### src/rtl/tblj_pkg.sv
package tblj_pkg;
    localparam int XLEN = 32;

    typedef enum logic [1:0] {
        ST_IDLE  = 2'd0,
        ST_REQ   = 2'd1,
        ST_WAIT  = 2'd2,
        ST_ISSUE = 2'd3
    } tj_state_e;

    typedef struct packed {
        tj_state_e         st;
        logic              link;
        logic              bad;
        logic [XLEN-1:0]   addr;
        logic [XLEN-1:0]   ret;
        logic [XLEN-1:0]   tgt;
    } tj_ctx_t;
endpackage

### src/rtl/tblj_base_reg.sv
module tblj_base_reg #(
    parameter int          W      = 32,
    parameter int          MODE_W = 6,
    parameter logic [W-1:0] RST   = '0
) (
    input  logic         clk,
    input  logic         rst_n,
    input  logic         wr_en,
    input  logic [W-1:0] wr_data,
    output logic [W-1:0] base_q,
    output logic         mode_ok
);
    logic [W-1:0] base_d;

    always_comb begin
        base_d = base_q;
        if (wr_en) base_d = wr_data;
    end

    always_ff @(posedge clk or negedge rst_n) begin
        if (!rst_n) base_q <= RST;
        else        base_q <= base_d;
    end

    assign mode_ok = (base_q[MODE_W-1:0] == '0);
endmodule

### src/rtl/tblj_addr_gen.sv
module tblj_addr_gen #(
    parameter int W        = 32,
    parameter int IDX_W    = 8,
    parameter int IDX_LSB  = 2,
    parameter int LINK_MIN = 32,
    parameter int MODE_W   = 6,
    parameter int SHIFT    = 2
) (
    input  logic [15:0]  instr,
    input  logic [W-1:0] base,
    output logic         is_link,
    output logic [W-1:0] tbl_addr
);
    logic [IDX_W-1:0] idx;
    logic [W-1:0]     base_al;
    logic [W-1:0]     offs;

    assign idx      = instr[IDX_LSB +: IDX_W];
    assign is_link  = (int'(idx) >= LINK_MIN);
    assign base_al  = {base[W-1:MODE_W], {MODE_W{1'b0}}};
    assign offs     = {{(W-IDX_W){1'b0}}, idx} << SHIFT;
    assign tbl_addr = base_al + offs;
endmodule

### src/rtl/tblj_jump_build.sv
module tblj_jump_build #(
    parameter int W = 32
) (
    input  logic         link,
    input  logic [W-1:0] fetched,
    output logic [31:0]  jalr,
    output logic [W-1:0] target
);
    localparam logic [6:0] OPC_JALR = 7'b1100111;
    localparam logic [4:0] REG_RA   = 5'd1;

    logic [4:0] rd;

    assign rd     = link ? REG_RA : 5'd0;
    assign jalr   = {12'd0, 5'd0, 3'b000, rd, OPC_JALR};
    assign target = {fetched[W-1:1], 1'b0};
endmodule

### src/rtl/tblj_decoder.sv
module tblj_decoder
    import tblj_pkg::*;
#(
    parameter int             IDX_W    = 8,
    parameter int             LINK_MIN = 32,
    parameter int             MODE_W   = 6,
    parameter logic [31:0]    BASE_RST = 32'h0
) (
    input  logic        clk,
    input  logic        rst_n,
    input  logic        base_wr_en,
    input  logic [31:0] base_wr_data,
    output logic [31:0] base_value,
    input  logic        in_valid,
    input  logic        in_tj,
    input  logic [15:0] in_instr,
    input  logic [31:0] in_pc,
    output logic        mem_req,
    output logic [31:0] mem_addr,
    input  logic        mem_gnt,
    input  logic        mem_rvalid,
    input  logic [31:0] mem_rdata,
    output logic        out_valid,
    output logic [31:0] out_instr,
    output logic [31:0] out_target,
    output logic [31:0] out_link_addr,
    output logic        out_tj_tag,
    output logic        out_illegal,
    input  logic        out_ack,
    output logic        stall
);
    localparam int          SHIFT  = $clog2(XLEN / 8);
    localparam logic [31:0] C_STEP = 32'd2;

    logic            mode_ok;
    logic            dec_link;
    logic [XLEN-1:0] dec_addr;
    logic [31:0]     jalr_w;
    logic [XLEN-1:0] tgt_w;
    logic            accept;
    tj_ctx_t         ctx_d, ctx_q;

    tblj_base_reg #(.W(XLEN), .MODE_W(MODE_W), .RST(BASE_RST)) u_base (
        .clk     (clk),
        .rst_n   (rst_n),
        .wr_en   (base_wr_en),
        .wr_data (base_wr_data),
        .base_q  (base_value),
        .mode_ok (mode_ok)
    );

    tblj_addr_gen #(
        .W(XLEN), .IDX_W(IDX_W), .IDX_LSB(2), .LINK_MIN(LINK_MIN),
        .MODE_W(MODE_W), .SHIFT(SHIFT)
    ) u_addr (
        .instr    (in_instr),
        .base     (base_value),
        .is_link  (dec_link),
        .tbl_addr (dec_addr)
    );

    tblj_jump_build #(.W(XLEN)) u_build (
        .link    (ctx_q.link),
        .fetched (ctx_q.tgt),
        .jalr    (jalr_w),
        .target  (tgt_w)
    );

    assign accept = (ctx_q.st == ST_IDLE) && in_valid && in_tj;

    always_comb begin
        ctx_d = ctx_q;
        unique case (ctx_q.st)
            ST_IDLE: begin
                if (accept) begin
                    ctx_d.link = dec_link;
                    ctx_d.addr = dec_addr;
                    ctx_d.ret  = dec_link ? (in_pc + C_STEP) : '0;
                    ctx_d.tgt  = '0;
                    ctx_d.bad  = !mode_ok;
                    ctx_d.st   = mode_ok ? ST_REQ : ST_ISSUE;
                end
            end
            ST_REQ:   if (mem_gnt)    ctx_d.st = ST_WAIT;
            ST_WAIT: begin
                if (mem_rvalid) begin
                    ctx_d.tgt = mem_rdata;
                    ctx_d.st  = ST_ISSUE;
                end
            end
            ST_ISSUE: if (out_ack)    ctx_d.st = ST_IDLE;
            default:                  ctx_d.st = ST_IDLE;
        endcase
    end

    always_ff @(posedge clk or negedge rst_n) begin
        if (!rst_n) begin
            ctx_q <= '{st: ST_IDLE, link: 1'b0, bad: 1'b0,
                       addr: '0, ret: '0, tgt: '0};
        end else begin
            ctx_q <= ctx_d;
        end
    end

    assign mem_req       = (ctx_q.st == ST_REQ);
    assign mem_addr      = ctx_q.addr;
    assign out_valid     = (ctx_q.st == ST_ISSUE);
    assign out_instr     = jalr_w;
    assign out_target    = ctx_q.bad ? '0 : tgt_w;
    assign out_link_addr = ctx_q.ret;
    assign out_tj_tag    = out_valid && !ctx_q.bad;
    assign out_illegal   = out_valid && ctx_q.bad;
    assign stall         = accept || (ctx_q.st != ST_IDLE);
endmodule

### config.mk
export PLATFORM = sky130hd
export DESIGN_NAME = tblj_decoder
export DESIGN_NICKNAME = d
export VERILOG_FILES = /design/src/rtl/tblj_pkg.sv /design/src/rtl/tblj_base_reg.sv /design/src/rtl/tblj_addr_gen.sv /design/src/rtl/tblj_jump_build.sv /design/src/rtl/tblj_decoder.sv
export SDC_FILE = /design/constraint.sdc
export NUM_CORES = 1
export LEC_CHECK = 0
export BUFFER_PORTS_ARGS = -buffer_cell sky130_fd_sc_hd__buf_2
export CORE_ASPECT_RATIO = 1.2
export CORE_MARGIN = 8
export CORE_UTILIZATION = 53
export CTS_CLUSTER_SIZE = 20
export DETAILED_ROUTE_END_ITERATION = 6
export GPL_TIMING_DRIVEN = 0
export PLACE_DENSITY = 0.91
export SLEW_MARGIN = 20
export SYNTH_ARGS = -nofsm -noshare
export SYNTH_HDL_FRONTEND = slang
export SYNTH_SLANG_ARGS = --single-unit
### constraint.sdc
create_clock -name clk -period 3 [get_ports clk]
set_input_delay 0.6 -clock clk [delete_from_list [all_inputs] [get_ports clk]]
set_output_delay 0.6 -clock clk [all_outputs]
set_load 0.03 [all_outputs]
==> impl_metrics.py <==
metrics = {
    "run_status": {
        "status": "finished, final reports clean",
    },
    "global_route": {
        "grtUsageMet1_pct": 23.9,
        "antenna_found_initial": 2,
        "track_usage_pct": 22.8,
        "grt_pass1_wl_um": 31600,
        "met3_usage_pct": 5.85,
        "grt_busiest_layer": "met2",
        "globalRouteOverflowTotal": 0,
        "grt_pass1_vias": 6561,
        "gr-usage-met2_pct": 41.3,
        "grt_start_max_net_pins": 67,
    },
    "critical_path": {
        "critPathSlowestCell": "dfrtp_1",
        "cp_max_fo": 19,
        "crit_type": "register to output pin",
        "critical_path_buf_inv_count": 3,
        "critical_path.max_stage_delay_ps": 410,
        "worst-r2r-setup-slack_ps": 720,
        "required_ps": 2400,
        "crit_family": "buffers and inverters",
        "worstPathCellList": "inv_1 > ha_1 > nand3_1 > clkbuf_2 > nand2_1 > buf_2",
        "arrival_ps": 2220,
        "critPathLaunchType": "register",
        "end_kind": "output pin",
    },
    "sta": {
        "period_needed_ps": 2820,
        "holdWs_ps": 119,
        "final_max_slew_viol_count": 0,
        "fin_worst_skew_ps": 10.8,
        "fin_crit_sh_pct": 94.0,
        "setup_slack_ps": 181,
        "tightest_slew_ps": 652,
        "max_freq_ghz": 0.355,
        "setup_viol": 0,
        "finalHoldViolations": 0,
        "maxSlewHeadroom_pct": 56.6,
        "rsz0062_at_grt": "false",
    },
    "logic_synthesis": {
        "syn_area_sq_um": 7100,
        "synth_top_area_share_pct": 45.4,
        "ys.flop_type": "dfrtp_1",
        "seq_area_frac_synth_pct": 45.4,
        "ys_warn_count": 0,
        "async_flop_share_pct": 100,
        "synth_edf_count": 0,
        "synth.area.top_cells": "dfrtp_1, buf_4, nand2_1, o21ai_0, mux2_2",
        "syn_inst": 745,
        "synth_seq_cells": 129,
        "synth.distinct_cells": 47,
        "syn_area_per_cell_sq_um": 9.53,
        "yosysTopAreaCell": "dfrtp_1",
    },
    "floorplan": {
        "die_h_um": 143,
        "rows": 46,
        "die_w_um": 122,
        "pin_count": 285,
        "coreArea_sq_um": 13200,
        "dieArea_sq_um": 17400,
        "initial_core_util_pct": 53.9,
    },
    "route": {
        "wl_per_cell_um": 16.4,
        "firstDrtPassIters": 4,
        "drc_errors": 0,
        "vias": 6141,
        "drt_iter0_drc": 347,
        "via_per_inst": 5.04,
        "drtAntennaViolNets": 0,
        "drt-total-wl_um": 20000,
    },
    "finish": {
        "final_common_cell": "buf_2",
        "drive_above_1_share_pct": 40.1,
        "final_cell_mix": "buf_2, nand2_1, dfrtp_1",
        "multi_input_area_sq_um": 3080,
        "area_delta_synth_final_pct": 30.8,
        "nFillCells": 1005,
        "regArea_sq_um": 3230,
        "nNetsFinal": 1167,
    },
    "pwr": {
        "switching_share_pct": 42.5,
        "vdd_ir_drop_max_mv": 0.583,
        "seqPwrFrac_pct": 30.6,
        "combPwrFrac_pct": 45.8,
        "power.leakage_nw": 4.74,
        "power_density_nw_per_um2": 985,
        "netSwitchingPower_w": 0.00389,
        "internal-power_w": 0.00527,
        "clkPwrFrac_pct": 23.6,
    },
    "clock_tree": {
        "cts_setup_buffers": 0,
        "htree_levels": 4,
        "clock_latency_ps": 410,
        "tritoncts": "yes",
        "root_buffer": "clkbuf_16",
        "clk_pin_slew_ps": 60,
        "clock-sinks": 129,
        "clockBufferDepth": 2,
        "numCtsBuffers": 17,
    },
    "run": {
        "max-cap-violations": 0,
    },
    "placement": {
        "hpwlAfterDp_um": 15700,
        "gp_congestion": 0.908,
        "place.port_buffers": 240,
        "preCtsSetupSlack_ps": 208,
    },
    "min_path": {
        "hp-class": "input pin to asynchronous set/reset pin",
    },
}
final cells by class:
cell class              instances  area share (%)
flip-flops and latches        129            34.7
multi-input cells             505            33.2
repair buffers                241            13.3
plain buffers                 132            9.40
clock buffers                  19            4.77
well taps                     168            2.26
clock inverters                13            1.89
inverters                      10           0.404
diodes                          2          0.0539
layer usage:
metal,vias up,routed length [um]
met3,42,1380
met5,-,0
met4,0,609
met1,2907,7280
li1,2939,-
met2,253,10700
through the flow:
| stage | area, sq um | total power (W) | util, % | TNS (ps) | cells |
|---|---|---|---|---|---|
| 6_report | 9290 | 0.00916 | 70.5 | 0 | 1219 |
| 3_5_place_dp | 8670 | 0.00705 | 65.8 | 0 | 1186 |
| 2_1_floorplan | 7220 | 0.00582 | - | 0 | 777 |
| 4_1_cts | 9290 | 0.00924 | 70.5 | 0 | 1217 |
| 5_1_grt | 9290 | 0.00971 | 70.5 | 0 | 1219 |
| 3_3_place_gp | 8630 | 0.00691 | 65.5 | -40180 | 1185 |
power groups by stage:
stage | Combinational, W | Sequential [W] | Clock, W
2_1_floorplan | 0.00302 | 0.00281 | 0
3_3_place_gp | 0.00412 | 0.00279 | 0
3_5_place_dp | 0.00422 | 0.00283 | 0
4_1_cts | 0.00425 | 0.00280 | 0.00220
5_1_grt | 0.00455 | 0.00288 | 0.00228
6_report | 0.00420 | 0.00280 | 0.00216
cells in the mapped netlist, types with 2 or more instances:
cell and count:
nand2_1 147, dfrtp_1 129, buf_4 97, o21ai_0 78, nor2b_1 35, clkbuf_1 33, xor2_1 33, mux2_2 31
xnor2_1 19, nand3_1 14, o21ai_1 14, nand4_1 13, ha_1 10, inv_1 10, nor2_1 10, and3_1 7
nor3_1 6, and4_1 5, o211ai_1 5, a21oi_1 4, and2_1 4, nor4_2 4, nor4_4 4, o2111ai_1 3
a21o_1 2, a22o_1 2, and4_4 2, conb_1 2, nand3_4 2, nand4_2 2, nor4_1 2
cells by family after synthesis:
family                   synth area share (%)
XOR/XNOR                                 6.41
AND/OR/NAND/NOR                          19.3
AO/OA/AOI/OAI                            8.77
buffers and inverters                    12.9
adder cells (fa/ha/maj)                  2.04
multiplexers                             5.06
other                                   0.106
flip-flops                               45.4
sequential cells by signal, indices dropped and copies added, names as in the netlist:
register       cells
out_link_addr     32
ctx_q             35
u_base.base_q     32
mem_addr          30
what timing repair did:
item / CTS / global route
endpoints found under the setup margin: 1 / 0
gates resized for setup: 1 / 0
hold buffers: 0 / 0
path summary, 6_finish.rpt:
kind	startpoint	to	cells past startpoint
max	ctx_q[99]	stall	6
min	rst_n	out_link_addr[12]	1
max reg2reg	ctx_q[99]	ctx_q[98]	6
min reg2reg	ctx_q[22]	ctx_q[22]	2
max in group asynchronous	rst_n	mem_addr[19]	2
min in group clk	in_instr[4]	mem_addr[4]	3
(Power assumes the default switching activity.)
